**config.mk**
```make
export PLATFORM = sky130hd
export DESIGN_NAME = refresh_sequencer
export DESIGN_NICKNAME = d
export VERILOG_FILES = /design/src/rtl/refseq_pkg.sv /design/src/rtl/refseq_timebase.sv /design/src/rtl/refseq_ctrl.sv /design/src/rtl/refseq_datapath.sv /design/src/rtl/refresh_sequencer.sv
export SDC_FILE = /design/constraint.sdc
export NUM_CORES = 1
export LEC_CHECK = 0
export BUFFER_PORTS_ARGS = -buffer_cell sky130_fd_sc_hd__buf_2
export CAP_MARGIN = 25
export CORE_ASPECT_RATIO = 0.75
export CORE_UTILIZATION = 48
export CTS_BUF_LIST = sky130_fd_sc_hd__clkbuf_4 sky130_fd_sc_hd__clkbuf_8 sky130_fd_sc_hd__clkbuf_16
export DETAILED_ROUTE_END_ITERATION = 7
export GPL_TIMING_DRIVEN = 0
export PLACE_DENSITY = 0.85
export SYNTH_ARGS = -nofsm -noshare
export SYNTH_HDL_FRONTEND = slang
export SYNTH_SLANG_ARGS = --single-unit
```
**constraint.sdc**
```tcl
create_clock -name clk -period 1.95 [get_ports clk]
set_clock_uncertainty 0.05 [all_clocks]
set_input_delay 0.0975 -clock clk [delete_from_list [all_inputs] [get_ports clk]]
set_output_delay 0.0975 -clock clk [all_outputs]
set_load 0.005 [all_outputs]
```
**src/rtl/refseq_pkg.sv**
```systemverilog
package refseq_pkg;
  parameter int unsigned CH_BITS   = 5;
  parameter int unsigned CODE_BITS = 12;
  localparam int unsigned NUM_CH   = 1 << CH_BITS;

  typedef enum logic [2:0] {
    ST_INIT,
    ST_SCAN,
    ST_HOLD,
    ST_WAIT,
    ST_IMM
  } seqState_t;

  // control-to-datapath strobes
  typedef struct packed {
    logic [CH_BITS-1:0] chan;
    logic               fire;
    logic               useDefault;
    logic               loadCode;
  } seqCtl_t;
endpackage

```
**src/rtl/refseq_timebase.sv**
```systemverilog
module refseq_timebase #(
  parameter int unsigned INT_DIV = 125
) (
  input  logic clk,
  input  logic rstN,
  input  logic extClk,
  input  logic useInternal,
  output logic phasePulse
);
  localparam int unsigned DIV_W = (INT_DIV > 1) ? $clog2(INT_DIV) : 1;
  localparam int unsigned SYNC_STAGES = 3;

  logic [SYNC_STAGES-1:0] extSync;
  logic [DIV_W-1:0]       divCnt;
  logic                   divWrap;
  logic                   extRise;

  assign divWrap = (divCnt == DIV_W'(INT_DIV - 1));
  assign extRise = extSync[SYNC_STAGES-2] & ~extSync[SYNC_STAGES-1];

  always_ff @(posedge clk or negedge rstN) begin
    if (!rstN) begin
      extSync <= '0;
    end else begin
      extSync <= {extSync[SYNC_STAGES-2:0], extClk};
    end
  end

  always_ff @(posedge clk or negedge rstN) begin
    if (!rstN) begin
      divCnt <= '0;
    end else if (!useInternal || divWrap) begin
      divCnt <= '0;
    end else begin
      divCnt <= divCnt + 1'b1;
    end
  end

  always_ff @(posedge clk or negedge rstN) begin
    if (!rstN) begin
      phasePulse <= 1'b0;
    end else begin
      phasePulse <= useInternal ? divWrap : extRise;
    end
  end
endmodule

```
**src/rtl/refseq_ctrl.sv**
```systemverilog
module refseq_ctrl
  import refseq_pkg::*;
(
  input  logic               clk,
  input  logic               rstN,
  input  logic               phasePulse,
  input  logic               frameActive,
  input  logic               wrDone,
  input  logic [CH_BITS-1:0] wrAddr,
  input  logic               wrImmBit,
  input  logic               wrExtBit,
  input  logic               forceImmed,
  input  logic               forceExtClk,
  output seqCtl_t            ctl,
  output logic               useInternal,
  output logic               busy
);
  localparam logic [CH_BITS-1:0] CH_LAST = CH_BITS'(NUM_CH - 1);

  seqState_t          state, stateNext;
  logic [1:0]         phaseCnt;
  logic [CH_BITS-1:0] curCh;
  logic [CH_BITS-1:0] immAddr;
  logic               immReq;
  logic               extBit;
  logic               tickEnd, atBoundary, wordOk, immWord;
  logic               scanLive, advance;

  assign tickEnd    = phasePulse && (phaseCnt == 2'd3);
  assign atBoundary = tickEnd || ((phaseCnt == 2'd0) && !phasePulse);
  assign wordOk     = wrDone && (state != ST_INIT);
  assign immWord    = wordOk && (forceImmed || wrImmBit);
  assign scanLive   = ((state == ST_SCAN) || (state == ST_IMM)) && !frameActive;
  assign advance    = tickEnd && ((state == ST_INIT) || ((state == ST_SCAN) && !frameActive));

  always_comb begin
    stateNext = state;
    case (state)
      ST_INIT: if (tickEnd && (curCh == CH_LAST)) stateNext = ST_SCAN;
      ST_SCAN: begin
        if (frameActive)             stateNext = ST_HOLD;
        else if (tickEnd && immReq)  stateNext = ST_IMM;
      end
      ST_HOLD: begin
        if (!frameActive) begin
          if (atBoundary) stateNext = immReq ? ST_IMM : ST_SCAN;
          else            stateNext = ST_WAIT;
        end
      end
      ST_WAIT: begin
        if (frameActive)  stateNext = ST_HOLD;
        else if (tickEnd) stateNext = immReq ? ST_IMM : ST_SCAN;
      end
      ST_IMM: begin
        if (frameActive)  stateNext = ST_HOLD;
        else if (tickEnd) stateNext = ST_SCAN;
      end
      default: stateNext = ST_INIT;
    endcase
  end

  always_ff @(posedge clk or negedge rstN) begin
    if (!rstN) begin
      state    <= ST_INIT;
      phaseCnt <= 2'd0;
      curCh    <= '0;
    end else begin
      state <= stateNext;
      if (phasePulse) phaseCnt <= phaseCnt + 2'd1;
      if (advance)    curCh    <= curCh + 1'b1;
    end
  end

  always_ff @(posedge clk or negedge rstN) begin
    if (!rstN) begin
      immAddr <= '0;
      immReq  <= 1'b0;
      extBit  <= 1'b0;
    end else begin
      if (wordOk) extBit <= wrExtBit;
      if (immWord) begin
        immAddr <= wrAddr;
        immReq  <= 1'b1;
      end else if ((state == ST_IMM) && tickEnd && !frameActive) begin
        immReq  <= 1'b0;
      end
    end
  end

  assign useInternal    = (state == ST_INIT) || !(forceExtClk || extBit);
  assign busy           = (state == ST_INIT) || immReq;
  assign ctl.chan       = (state == ST_IMM) ? immAddr : curCh;
  assign ctl.fire       = tickEnd && ((state == ST_INIT) || scanLive);
  assign ctl.useDefault = (state == ST_INIT);
  assign ctl.loadCode   = (state == ST_SCAN) || (state == ST_IMM);
endmodule

```
**src/rtl/refseq_datapath.sv**
```systemverilog
module refseq_datapath
  import refseq_pkg::*;
#(
  parameter logic [CODE_BITS-1:0] DEF_CODE = 12'h4F3
) (
  input  logic                 clk,
  input  logic                 rstN,
  input  seqCtl_t              ctl,
  input  logic [CODE_BITS-1:0] memRdData,
  output logic [CH_BITS-1:0]   memAddr,
  output logic                 memWrEn,
  output logic [CODE_BITS-1:0] memWrData,
  output logic [CODE_BITS-1:0] dacCode,
  output logic [NUM_CH-1:0]    sampleStrobe
);
  logic [NUM_CH-1:0] strobeNext;

  assign memAddr   = ctl.chan;
  assign memWrEn   = ctl.useDefault;
  assign memWrData = DEF_CODE;

  for (genvar g = 0; g < NUM_CH; g++) begin : g_dec
    assign strobeNext[g] = ctl.fire && (ctl.chan == CH_BITS'(g));
  end

  always_ff @(posedge clk or negedge rstN) begin
    if (!rstN) begin
      dacCode      <= '0;
      sampleStrobe <= '0;
    end else begin
      sampleStrobe <= strobeNext;
      if (ctl.useDefault)    dacCode <= DEF_CODE;
      else if (ctl.loadCode) dacCode <= memRdData;
    end
  end
endmodule

```
**src/rtl/refresh_sequencer.sv**
```systemverilog
module refresh_sequencer
  import refseq_pkg::*;
#(
  parameter int unsigned          INT_DIV  = 125,
  parameter logic [CODE_BITS-1:0] DEF_CODE = 12'h4F3
) (
  input  logic                 clk,
  input  logic                 rstN,
  input  logic                 frameActive,
  input  logic                 wrDone,
  input  logic [CH_BITS-1:0]   wrAddr,
  input  logic                 wrImmBit,
  input  logic                 wrExtBit,
  input  logic                 forceImmed,
  input  logic                 forceExtClk,
  input  logic                 extClk,
  input  logic [CODE_BITS-1:0] memRdData,
  output logic [CH_BITS-1:0]   memAddr,
  output logic                 memWrEn,
  output logic [CODE_BITS-1:0] memWrData,
  output logic [CODE_BITS-1:0] dacCode,
  output logic [NUM_CH-1:0]    sampleStrobe,
  output logic                 busy
);
  seqCtl_t ctl;
  logic    useInternal;
  logic    phasePulse;

  refseq_timebase #(.INT_DIV(INT_DIV)) timebase_i (
    .clk(clk), .rstN(rstN), .extClk(extClk),
    .useInternal(useInternal), .phasePulse(phasePulse)
  );

  refseq_ctrl ctrl_i (
    .clk(clk), .rstN(rstN), .phasePulse(phasePulse),
    .frameActive(frameActive), .wrDone(wrDone), .wrAddr(wrAddr),
    .wrImmBit(wrImmBit), .wrExtBit(wrExtBit),
    .forceImmed(forceImmed), .forceExtClk(forceExtClk),
    .ctl(ctl), .useInternal(useInternal), .busy(busy)
  );

  refseq_datapath #(.DEF_CODE(DEF_CODE)) datapath_i (
    .clk(clk), .rstN(rstN), .ctl(ctl), .memRdData(memRdData),
    .memAddr(memAddr), .memWrEn(memWrEn), .memWrData(memWrData),
    .dacCode(dacCode), .sampleStrobe(sampleStrobe)
  );
endmodule

```
# Yosys cells after proc, flatten, opt, wreduce, memory -nomap -nowiden
# Cells that the tools add are included.
[word_totals]
in_bits = 26
regBits = 72
output_inout_bits = 63
elab_cells = 141
[op_classes]
n_eq_ne = 43
n_reduce_logical = 64
mux = 18
n_addsub = 3
bitwise_logic = 2
[ops]
columns = ["cell", "n"]
rows = [
  ["$eq 5x5->1 const B", 17],
  ["$logic_and 1x1->1", 44],
  ["$eq 5x4->1 const B", 8],
  ["$mux 3", 10],
  ["$mux 12", 2],
  ["$eq 5x3->1 const B", 4],
  ["$pmux 3 s5", 1],
  ["$eq 5x2->1 const B", 2],
  ["$logic_or 1x1->1", 9],
  ["$add 7x1->7 const B", 1],
  ["$eq 7x7->1 const B", 1],
  ["$mux 7", 1],
  ["$eq 3x2->1 const B", 2],
  ["$ne 3x2->1 const B", 2],
  ["$add 5x1->5 const B", 1],
  ["$eq 5x1->1 const B", 1],
  ["$logic_not 5->1", 1],
  ["$mux 5", 1],
  ["$reduce_and 5->1", 1],
  ["$logic_not 1->1", 4],
  ["$reduce_bool 2->1", 2],
  ["$eq 3x1->1 const B", 1],
  ["$eq 3x3->1 const B", 1],
  ["$logic_not 3->1", 1],
  ["10 further kinds", 12],
]

# Longest topological paths before layout
# Gate-level depths: netlist of the first run.
[logic_depth]
depth_word = 6
ltp_mapped = 7
mapped_depth_nobuf = 7

# Cells and area by module
# A second synthesis of the first run with hierarchy kept.
[hier_totals]
cells_unflattened = 274
hier_area_um2 = 3170.5
[modules_own_cells]
columns = ["module", "seq_area_each_um2", "instances", "area_per_inst_um2", "cells_per_inst"]
rows = [
  ["refseq_datapath", 1101.1, 1, 1661.6, 138],
  ["refseq_ctrl", 425.4, 1, 1052.3, 96],
  ["refseq_timebase", 275.3, 1, 456.7, 40],
]

# Worst setup path after synthesis of the first run
# No wires, ideal clock.
[synth_timing]
path_kind = "register -> register"
startpoint = "register ctrl_i.state[0]"
endpoint = "register datapath_i.sampleStrobe[16]"
required_ps = 1754
path_stages_with_launch = 6
setup_time_ps = 146
path_slack_ps = 189
t_arrival_ps = 1565
path_cell_list = "dfrtp_1 -> clkbuf_1 -> nor3b_2 -> nor3_1 -> a31oi_1 -> nor3_1"
[synth_via]
elab_chain_len = 6
word_cells_on_any_way = 10
cone_classes = "3 x eq/ne; 1 x mux; 6 x reduce/logical"
[synth_lines]
columns = ["item", "line_no", "rtl"]
rows = [
  ["from (decl)", "refseq_ctrl.sv:20", "seqState_t state, stateNext;"],
  ["from (signal assigned)", "refseq_ctrl.sv:68", "state <= stateNext;"],
  ["branches (longest 5 deep; another with $mux 5)", "--", ""],
  ["$logic_and 1x1->1 *", "refseq_datapath.sv:23", "assign strobeNext[g] = ctl.fire && (ctl.chan == CH_BITS'(g));"],
  ["via datapath_i.strobeNext[16]", "refseq_datapath.sv:16", "logic [NUM_CH-1:0] strobeNext;"],
  ["to (signal assigned)", "refseq_datapath.sv:31", "sampleStrobe <= strobeNext;"],
  ["to (decl)", "refseq_datapath.sv:14", "output logic [NUM_CH-1:0] sampleStrobe"],
]
# Mark *: on every way through the listed nets, which the timed path passes.
# A chain may end at the register's enable or synchronous reset.

# Worst setup path after layout of the first run
[layout_timing]
startpoint = "register ctrl_i.state[0]"
endpoint = "output memAddr[4]"
[layout_via]
elab_chain_len = 2
[layout_lines]
columns = ["item", "line_no", "rtl"]
rows = [
  ["$eq 3x3->1", "refseq_ctrl.sv:92", "assign ctl.chan = (state == ST_IMM) ? immAddr : curCh;"],
  ["$mux 5", "refseq_ctrl.sv:92", ""],
  ["to (decl)", "refresh_sequencer.sv:18", "output logic [CH_BITS-1:0] memAddr,"],
]
# No other way between the ends.

==> impl_results.md, run 1 <==
* Post-synthesis register bit count at 72
* Max Cap Viol at 0
* # DRC at 0
* WL final at 7.734 mm
* Measured slew at the worst slew-check pin at 0.8724 ns
* Top post-synthesis cells by area: dfrtp_1, nor2_1, mux2_2
* Layout cells sized above 1 at 35.70%
* First drt pass iteration count at 5
* Crit-path slowest cell: dfrtp_1
* Leakage at 2.097 nW
* Avg Vias per Cell at 5.300
* Area post-placement at 3603 µm²
* Hpwl dp at 4.584 mm
* Die Wd at 94.66 µm
* EDFF count, synth at 0
* Vias in the first global route at 2530
* CP max FO at 10
* Most used cell, CP: buf_6
* Worst hold path type: primary input to flop
* Die Y at 71.49 µm
* Mapped Cells at 277
* Required @ worst endpoint at 1.80 ns
* Final GP Congestion at 0.8231
* ANT nets after route at 0
* Antenna cells at 0
* # rows at 24
* CP Capture Type: primary output
* Top post-synthesis cells by count: dfrtp_1, nor2_1, nand2_1
* Final Instance Area at 4183 µm²
* Post-Syn Area per Cell at 11.16 µm²
* Post-synthesis sequential area ratio at 58.30%
* Pin count of the biggest net entering global routing at 73
* Post-Syn Area at 3090 µm²
* Ys async rst share at 100.0%
* Pwr/cell area at 755.0 nW/µm²
* Min Tclk post-route at 1.920 ns
* All-Layer GR Usage at 23.32%
* Bufs and invs on worst path at 3
* Leading area contributor after synthesis: dfrtp_1
* Outcome: complete, no violations
* Max Slew Vio Count at 0
* Die footprint at 6767 µm²
* Met1 Usage GRT at 27.66%
* Top FF cell, synth: dfrtp_1
* Most common cell in the synthesized netlist: dfrtp_1
* WL per Instance at 15.88 µm
* Count of final hold-check violations at 0
* Hold Slack at 0.03382 ns
* CP Data Arrival Time at 1.77 ns
* Startpoint Class: flop
* Total gr overflow at 0
* M3 GR Usage at 6.263%
* Vias at 2581
* Cell variety after synth at 41
* Synth Warn # at 0
* Met2 GRT Util at 40.77%
* Kind of critical path: flop to primary output
* Initial Utilization at 51.46%
* 1st-iter DRT viols at 149
* Top Usage Layer GRT: met2
* Setup-failing EPs final at 0
* Final Util at 69.65%
* Worst path cell trace: or3b_1 > buf_6 > buf_6 > a21o_1 > buf_2
* Clk sinks at 72
* IR Drop Worst-Case VDD at 0.4658 mV
* Top cell family by delay on the critical path: flip-flops
* Global-route wire length before repair at 11.80 mm
* Fmax at 520.7 MHz
* Share of the synthesized area in the top cell type at 58.30%
* I/O Buffers at 75
* Initial antenna violation count at 0
* Worst-Skew Late Latency at 0.34 ns
* Relative slew slack at 41.84%
* Num CTS Buffers at 9
* CP max stage delay at 0.44 ns
* Fin crit share at 98.49%
* RSZ-0062 raised after global routing: yes
* Nets at 436
* IO Count at 89
* Reg clk slew, reported paths at 0.08 ns
* Core area at 6006 µm²
* CTS max path bufs at 2
* Area Growth Syn to Fin at 35.34%
* H-tree levels at 3
* Root Driver: clkbuf_8
* CTS tree: yes
where the power goes:
group          internal (mW)  switching (mW)
clock network          0.629           0.563
registers               1.58          0.0764
logic                  0.163           0.149
total                   2.37           0.788
layout by cell type (no fill, tap or decap), types with 3 or more instances in the layout:
cell,instances
ha_1,6
o21ai_0,5
nor3_1,6
clkbuf_8,10
and3_1,4
buf_2,74
nand3_1,8
xor2_1,7
nor3b_1,3
mux2_2,9
dfrtp_1,70
o22a_1,7
nand2b_1,12
a22o_1,5
nand2_1,18
conb_1,12
dlygate4sd3_1,20
clkbuf_1,4
a21oi_1,3
buf_4,25
inv_1,8
mux2i_1,4
xnor2_1,3
nor2_1,41
a31oi_2,3
stage by stage:
| step | setup TNS, ns | total power, mW | instances | setup WS, ns |
|---|---|---|---|---|
| 3_3_place_gp | -5.513 | 1.935 | 440 | -0.2839 |
| 3_5_place_dp | -5.837 | 1.956 | 440 | -0.3447 |
| 4_1_cts | 0 | 3.177 | 484 | 0.001020 |
| 5_1_grt | -0.6743 | 3.302 | 487 | -0.06441 |
| 2_1_floorplan | 0 | 1.852 | 287 | 0.1889 |
| 6_report | 0 | 3.158 | 487 | 0.02953 |
final cells by class:
type | count | area [µm²]
inverters | 8 | 30.03
flip-flops and latches | 72 | 1804
plain buffers | 19 | 132.6
clock buffers | 10 | 137.6
repair buffers | 107 | 668.1
fillers | 419 | 1823
well taps | 78 | 97.59
multi-input cells | 187 | 1245
clock inverters | 6 | 67.56
repair_timing:
action	in CTS	in global routing
buffers inserted	8	4
endpoints found under the hold margin	91	0
hold buffers	20	0
setup endpoints to repair	36	38
pin swaps	2	4
gates resized for setup	12	14
worst paths after layout:
path,startpoint,end,slack [ns],depth (start not counted)
min,forceImmed,ctrl_i.immReq,0.03,3
max in group asynchronous,rstN,ctrl_i.state[1],0.86,2
max reg2reg,ctrl_i.state[0],datapath_i.sampleStrobe[17],0.03,6
max,ctrl_i.state[0],memAddr[4],0.03,5
min in group asynchronous,rstN,timebase_i.divCnt[1],0.35,2
min reg2reg,timebase_i.extSync[0],timebase_i.extSync[1],0.30,0
sequential cells by signal, indices dropped and copies added, names as in the netlist:
| signal | cells |
|---|---|
| datapath_i.sampleStrobe | 32 |
| ctrl_i.curCh | 5 |
| ctrl_i.state | 3 |
| datapath_i.dacCode | 12 |
| ctrl_i.extBit | 1 |
| ctrl_i.phaseCnt | 2 |
| timebase_i.extSync | 3 |
| ctrl_i.immAddr | 5 |
| ctrl_i.immReq | 1 |
| timebase_i.phasePulse | 1 |
| timebase_i.divCnt | 7 |
worst reg2reg max path, cell delays in order, from the launching register on:
cell	delay [ns]
dfrtp_1	0.44
clkbuf_2	0.23
nor3b_4	0.31
buf_4	0.20
nor3_1	0.08
a31oi_4	0.34
nor2_1	0.13
layer usage:
metal | share of wire, % | vias up
li1 | - | 1180
met1 | 39 | 1241
met2 | 53 | 138
met3 | 6.3 | 22
met4 | 2.4 | 0
met5 | 0 | -
cell families (layout without fill, tap and decap cells):
logic type	Yosys count	after routing	share of synthesized area [%]
other cells	2	12	0.2430
xor+xnor	10	10	2.834
fa+ha+maj	7	7	2.753
simple gates	107	107	16.72
mux	14	14	4.899
compound gates	37	37	9.312
buf+inv	28	150	4.939
flops	72	72	58.30
Note: power is estimated with default switching activity, not from simulation.
==> run 2, diff against run 1 <==
--- a/config.mk
+++ b/config.mk
@@ -12,7 +12,7 @@
 export CTS_BUF_LIST = sky130_fd_sc_hd__clkbuf_4 sky130_fd_sc_hd__clkbuf_8 sky130_fd_sc_hd__clkbuf_16
 export DETAILED_ROUTE_END_ITERATION = 7
 export GPL_TIMING_DRIVEN = 0
-export PLACE_DENSITY = 0.85
+export PLACE_DENSITY = 0.74
 export SYNTH_ARGS = -nofsm -noshare
 export SYNTH_HDL_FRONTEND = slang
 export SYNTH_SLANG_ARGS = --single-unit
==> impl_results.md, run 2 (same netlist as run 1, synthesis figures left out) <==
* Initial Utilization at 51.46% (unchanged)
* # DRC at 0 (unchanged)
* Max layer used: met4 (unchanged)
* Avg Vias per Cell at 4.982 (was 5.300)
* Setup tns final at 0 ns (unchanged)
* Root Driver: clkbuf_8 (unchanged)
* WL per Instance at 14.15 µm (was 15.88 µm)
* Core area at 6006 µm² (unchanged)
* Reg2reg setup slack at 0.10 ns (was 0.03 ns)
* I/O Buffers at 75 (unchanged)
* Hold Slack at 0.09260 ns (was 0.03382 ns)
* CTS max path bufs at 2 (unchanged)
* Biggest register: datapath_i.sampleStrobe (unchanged)
* Metal-1 WL at 3.019 mm (was 2.996 mm)
* Worst Setup SP: ctrl_i.state[1] (was ctrl_i.state[0])
* Pin count of the biggest net entering global routing at 73 (unchanged)
* Worst hold path type: primary input to flop (unchanged)
* Required @ worst endpoint at 1.80 ns (about the same)
* Count of final hold-check violations at 0 (unchanged)
* Nets at 437 (was 436)
* Worst r2r dst: datapath_i.sampleStrobe[29] (was datapath_i.sampleStrobe[17])
* Fin crit share at 96.52% (was 98.49%)
* ANT nets after route at 0 (unchanged)
* Relative slew slack at 41.26% (was 41.84%)
* Outcome: complete, no violations (unchanged)
* R2r worst-path depth at 5 (was 6)
* IO Count at 89 (unchanged)
* Reg2Reg Launch Point: ctrl_i.state[1] (was ctrl_i.state[0])
* Leakage at 2.094 nW (was 2.097 nW)
* Hpwl dp at 4.444 mm (was 4.584 mm)
* WL met2 at 3.417 mm (was 4.065 mm)
* Final WS setup at 0.06793 ns (was 0.02953 ns)
* Commonest non-fill, non-tap cell in the layout: buf_2 (unchanged)
* # rows at 24 (unchanged)
* Reg clk slew, reported paths at 0.07 ns (was 0.08 ns)
* Layout cells sized above 1 at 33.90% (was 35.70%)
* P_sw at 757.3 µW (was 788.2 µW)
* Area Growth Syn to Fin at 35.63% (was 35.34%)
* Num CTS Buffers at 9 (unchanged)
* Reg power frac at 52.1% (was 52.4%)
* Die Y at 71.49 µm (unchanged)
* H-tree levels at 3 (unchanged)
* CTS tree: yes (unchanged)
* IR Drop Worst-Case VDD at 0.3901 mV (was 0.4658 mV)
* Biggest regs: datapath_i.sampleStrobe x32, datapath_i.dacCode x12, timebase_i.divCnt x7 (unchanged)
* RSZ-0062 raised after global routing: no (was yes)
* Comb pwr share at 9.7% (was 9.9%)
* Sw frac at 23.86% (was 24.96%)
* Die footprint at 6767 µm² (unchanged)
* Global-route wire length before repair at 11.24 mm (was 11.80 mm)
* Fmax at 531.3 MHz (was 520.7 MHz)
* Die Wd at 94.66 µm (unchanged)
* First drt pass iteration count at 4 (was 5)
* Largest register FFs at 32 (unchanged)
* Vias at 2431 (was 2581)
* 1st-iter DRT viols at 109 (was 149)
* Dpl ws at -0.3308 ns (was -0.3447 ns)
* Antenna cells at 0 (unchanged)
* CP Capture Type: primary output (unchanged)
* Int Pwr at 2.417 mW (was 2.370 mW)
* Worst-Skew Late Latency at 0.34 ns (about the same)
* All-Layer GR Usage at 22.25% (was 23.32%)
* Vias in the first global route at 2380 (was 2530)
* Most frequent cells in the layout: buf_2, dfrtp_1, nor2_1 (unchanged)
* Initial antenna violation count at 0 (unchanged)
* Clk sinks at 72 (unchanged)
* Area post-placement at 3603 µm² (unchanged)
* CP max FO at 10 (unchanged)
* Total gr overflow at 0 (unchanged)
* Final GP Congestion at 0.8387 (was 0.8231)
* Max Slew Vio Count at 0 (unchanged)
* Min Tclk post-route at 1.882 ns (was 1.920 ns)
* Total chip power at 3.174 mW (was 3.158 mW)
* Final Instance Area at 4192 µm² (was 4183 µm²)
* Metal3 WL at 391 µm (was 487 µm)
* Setup-failing EPs final at 0 (unchanged)
* Pwr/cell area at 757.2 nW/µm² (was 755.0 nW/µm²)
* Clock network power share at 38.1% (was 37.8%)
* Measured slew at the worst slew-check pin at 0.8811 ns (was 0.8724 ns)
* Startpoint Class: flop (unchanged)
* Kind of critical path: flop to primary output (unchanged)
* Max Cap Viol at 0 (unchanged)
* CP Capture Point: memAddr[4] (unchanged)
* WL final at 6.904 mm (was 7.734 mm)
* CP Data Arrival Time at 1.73 ns (was 1.77 ns)
-- run 2: cell count changes in the layout (fill, tap and decap cells not counted), moves of 2 or more --
| cell | change |
|---|---|
| o21ai_1 | +2 |
| o21ai_2 | -2 |
| buf_4 | -2 |
| dlygate4sd3_1 | +2 |
| nand2_1 | +2 |
| nand2_2 | -2 |
-- run 2: metal layers --
metal,vias up,global-route usage [%]
met1,1170,29.09
met4,0,8.081
met5,-,0
met3,7,5.520
li1,1175,-
met2,79,36.21
-- run 2: worst max-delay path, cell delays in order, from the launching register on --
cell	delay, ns
dfrtp_2	0.41
or3b_4	0.39
buf_6	0.14
buf_6	0.14
a21o_1	0.19
buf_2	0.13
-- run 2: worst min path at each step --
stage                     slack, ns  depth (start not counted)   start                     to
after global placement         0.16                          1  extClk  timebase_i.extSync[0]
after CTS                      0.06                          3  wrDone          ctrl_i.immReq
after floorplan               -0.25                          0    rstN        ctrl_i.curCh[0]
after detailed placement       0.16                          1  extClk  timebase_i.extSync[0]
final                          0.09                          3  wrDone          ctrl_i.immReq
after global routing           0.10                          3  wrDone          ctrl_i.immReq
-- run 2: final cells by class --
cell class	count	area (µm²)
Buffer	20	136.4
Clock buffer	12	158.9
Clock inverter	4	52.55
Fill cell	452	1814
Inverter	8	30.03
Multi-Input combinational cell	187	1239
Sequential cell	72	1804
Tap cell	78	97.59
Timing Repair Buffer	107	673.1
-- run 2: power groups by stage --
stage,clock network (mW),logic (mW),registers (mW)
5_1_grt,1.29,0.358,1.67
4_1_cts,1.23,0.311,1.66
6_report,1.21,0.309,1.65
3_3_place_gp,0,0.262,1.67
3_5_place_dp,0,0.276,1.68
2_1_floorplan,0,0.190,1.66
-- run 2: what timing repair did --
item,CTS,global route
setup buffers,9,1
resized for setup,10,11
pin swaps,2,1
hold buffers,22,0
endpoints found under the hold margin,92,0
setup endpoints to repair,37,39
-- run 2: through the flow --
| step | cells | utilization (%) |
|---|---|---|
| 4_1_cts | 487 | 69.02 |
| 3_3_place_gp | 440 | 59.96 |
| 5_1_grt | 488 | 69.79 |
| 2_1_floorplan | 287 | - |
| 3_5_place_dp | 440 | 60.00 |
| 6_report | 488 | 69.79 |
==> run 3, diff against run 2 <==
--- a/config.mk
+++ b/config.mk
@@ -8,7 +8,7 @@
 export BUFFER_PORTS_ARGS = -buffer_cell sky130_fd_sc_hd__buf_2
 export CAP_MARGIN = 25
 export CORE_ASPECT_RATIO = 0.75
-export CORE_UTILIZATION = 48
+export CORE_UTILIZATION = 46
 export CTS_BUF_LIST = sky130_fd_sc_hd__clkbuf_4 sky130_fd_sc_hd__clkbuf_8 sky130_fd_sc_hd__clkbuf_16
 export DETAILED_ROUTE_END_ITERATION = 7
 export GPL_TIMING_DRIVEN = 0
==> constraint.sdc (replaced) <==
create_clock -name clk -period 1.6 [get_ports clk]
set_clock_uncertainty 0.05 [all_clocks]
set_input_delay 0.08 -clock clk [delete_from_list [all_inputs] [get_ports clk]]
set_output_delay 0.08 -clock clk [all_outputs]
set_load 0.005 [all_outputs]
==> impl_results.md, run 3 (same netlist as run 1, synthesis figures left out) <==
* Biggest register: datapath_i.sampleStrobe (unchanged)
* CTS tree: yes (unchanged)
* Die Wd at 96.65 µm (was 94.66 µm)
* Final WS setup at -0.3239 ns (was 0.06793 ns)
* Initial antenna violation count at 0 (unchanged)
* I/O Buffers at 75 (unchanged)
* # fillers at 439 (was 452)
* Int Pwr at 3.217 mW (was 2.417 mW)
* Hpwl dp at 4.448 mm (was 4.444 mm)
* Commonest non-fill, non-tap cell in the layout: buf_2 (unchanged)
* Clk sinks at 72 (unchanged)
* Relative slew slack at 40.83% (was 41.26%)
* CP Data Arrival Time at 1.79 ns (was 1.73 ns)
* Reg clk slew, reported paths at 0.08 ns (was 0.07 ns)
* Reg power frac at 47.8% (was 52.1%)
* Hold Path Cell Cnt at 3 (unchanged)
* Die footprint at 7054 µm² (was 6767 µm²)
* CP max FO at 5 (was 10)
* First drt pass iteration count at 4 (unchanged)
* Metal-1 WL at 3.299 mm (was 3.019 mm)
* Measured slew at the worst slew-check pin at 0.8875 ns (was 0.8811 ns)
* Metal3 WL at 472 µm (was 391 µm)
* Setup tns final at -9.237 ns (was 0 ns)
* Vias at 2557 (was 2431)
* RSZ-0062 raised after global routing: yes (was no)
* Root Driver: clkbuf_8 (unchanged)
* Core area at 6381 µm² (was 6006 µm²)
* Failing checks: setup timing
* Worst-Skew Late Latency at 0.35 ns (was 0.34 ns)
* Pwr/cell area at 922.5 nW/µm² (was 757.2 nW/µm²)
* Vias in the first global route at 2452 (was 2380)
* Setup-failing EPs final at 47 (was 0)
* # DRC at 0 (unchanged)
* Global-route wire length before repair at 11.87 mm (was 11.24 mm)
* Hold Slack at 0.1350 ns (was 0.09260 ns)
* Num CTS Buffers at 9 (unchanged)
* Area Growth Syn to Fin at 48.22% (was 35.63%)
* Outcome: finished, violations left (was complete, no violations)
* Initial Utilization at 48.43% (was 51.46%)
* Max layer used: met4 (unchanged)
* Leakage at 2.214 nW (was 2.094 nW)
* Min Tclk post-route at 1.924 ns
* WL met2 at 3.744 mm (was 3.417 mm)
* Clock network power share at 41.2% (was 38.1%)
* # rows at 25 (was 24)
* CP Capture Type: primary output (unchanged)
* Antenna cells at 0 (unchanged)
* Startpoint Class: flop (unchanged)
* P_sw at 1.009 mW (was 757.3 µW)
* Fmax at 519.8 MHz
* WL per Instance at 15.42 µm (was 14.15 µm)
* Dpl ws at -0.3492 ns (was -0.3308 ns)
* Largest register FFs at 32 (unchanged)
* Biggest regs: datapath_i.sampleStrobe x32, datapath_i.dacCode x12, timebase_i.divCnt x7 (unchanged)
* Max Slew Vio Count at 0 (unchanged)
* Avg Vias per Cell at 5.145 (was 4.982)
* Die Y at 72.99 µm (was 71.49 µm)
* Comb pwr share at 11.0% (was 9.7%)
* Final GP Congestion at 0.8491 (was 0.8387)
* Nets at 443 (was 437)
* R2r worst-path depth at 6 (was 5)
* Worst hold path type: primary input to flop (unchanged)
* Fin crit share at 120.2%
* Area post-placement at 3694 µm² (was 3603 µm²)
* ANT nets after route at 0 (unchanged)
* IO Count at 89 (unchanged)
* Sw frac at 23.88% (was 23.86%)
* Layout cells sized above 1 at 43.75% (was 33.90%)
* Max Cap Viol at 0 (unchanged)
* IR Drop Worst-Case VDD at 0.5480 mV (was 0.3901 mV)
* 1st-iter DRT viols at 185 (was 109)
* Required @ worst endpoint at 1.47 ns (was 1.80 ns)
* All-Layer GR Usage at 22.01% (was 22.25%)
* CTS max path bufs at 2 (unchanged)
* Most frequent cells in the layout: buf_2, dfrtp_1, nor2_1 (unchanged)
* WL final at 7.666 mm (was 6.904 mm)
* Final Util at 71.78% (was 69.79%)
* Total gr overflow at 0 (unchanged)
* Kind of critical path: flop to primary output (unchanged)
* Pin count of the biggest net entering global routing at 73 (unchanged)
* H-tree levels at 3 (unchanged)
* Final Instance Area at 4581 µm² (was 4192 µm²)
* Count of final hold-check violations at 0 (unchanged)
## run 3: cell type report
type,count,area [µm²],share of cell area [%]
Clock inverter,7,120.1,2.622
Clock buffer,9,123.9,2.704
Inverter,8,30.03,0.6556
Timing Repair Buffer,115,804.5,17.56
Tap cell,81,101.3,2.213
Multi-Input combinational cell,187,1439,31.41
Buffer,18,152.6,3.332
Sequential cell,72,1809,39.50
## run 3: power groups by stage
stage	logic [mW]	clock network, mW	registers [mW]
finish	0.464	1.74	2.02
global placement	0.319	0	2.04
detailed placement	0.336	0	2.04
CTS	0.417	1.77	2.02
floorplan	0.233	0	2.03
global route	0.515	1.84	2.04
## run 3: path summary, 6_finish.rpt
| kind | startpoint | endpoint | slack [ns] |
|---|---|---|---|
| setup / recovery | ctrl_i.state[1] | memAddr[4] | -0.32 |
| hold / removal | frameActive | ctrl_i.state[1] | 0.13 |
| setup reg to reg | ctrl_i.state[1] | datapath_i.sampleStrobe[0] | -0.31 |
| hold reg to reg | timebase_i.extSync[0] | timebase_i.extSync[1] | 0.30 |
| max in group asynchronous | rstN | ctrl_i.curCh[1] | 0.52 |
| min in group asynchronous | rstN | timebase_i.divCnt[6] | 0.35 |
## run 3: per-layer routing
metal	global-route usage, %	vias to the layer above
met5	0	-
met4	12.27	0
met3	5.651	16
met2	35.05	99
met1	27.96	1254
li1	-	1188
## run 3: critical path, cell delays in order, from the launching register on
cell	delay [ns]
dfrtp_2	0.43
or3b_1	0.39
buf_6	0.15
buf_8	0.13
a21o_4	0.23
buf_6	0.11
## run 3: stage by stage
step,total power [mW],std cells
2_1_floorplan,2.259,287
3_3_place_gp,2.361,443
3_5_place_dp,2.381,443
4_1_cts,4.201,493
5_1_grt,4.388,497
6_report,4.226,497
## run 3: what timing repair did
item | 4_1_cts | 5_1_grt
resized for setup | 38 | 27
setup endpoints to repair | 57 | 70
pin swaps | 12 | 7
setup buffers | 11 | 4
hold endpoints to repair | 93 | 0
gates cloned | 1 | 0
hold buffers | 24 | 0
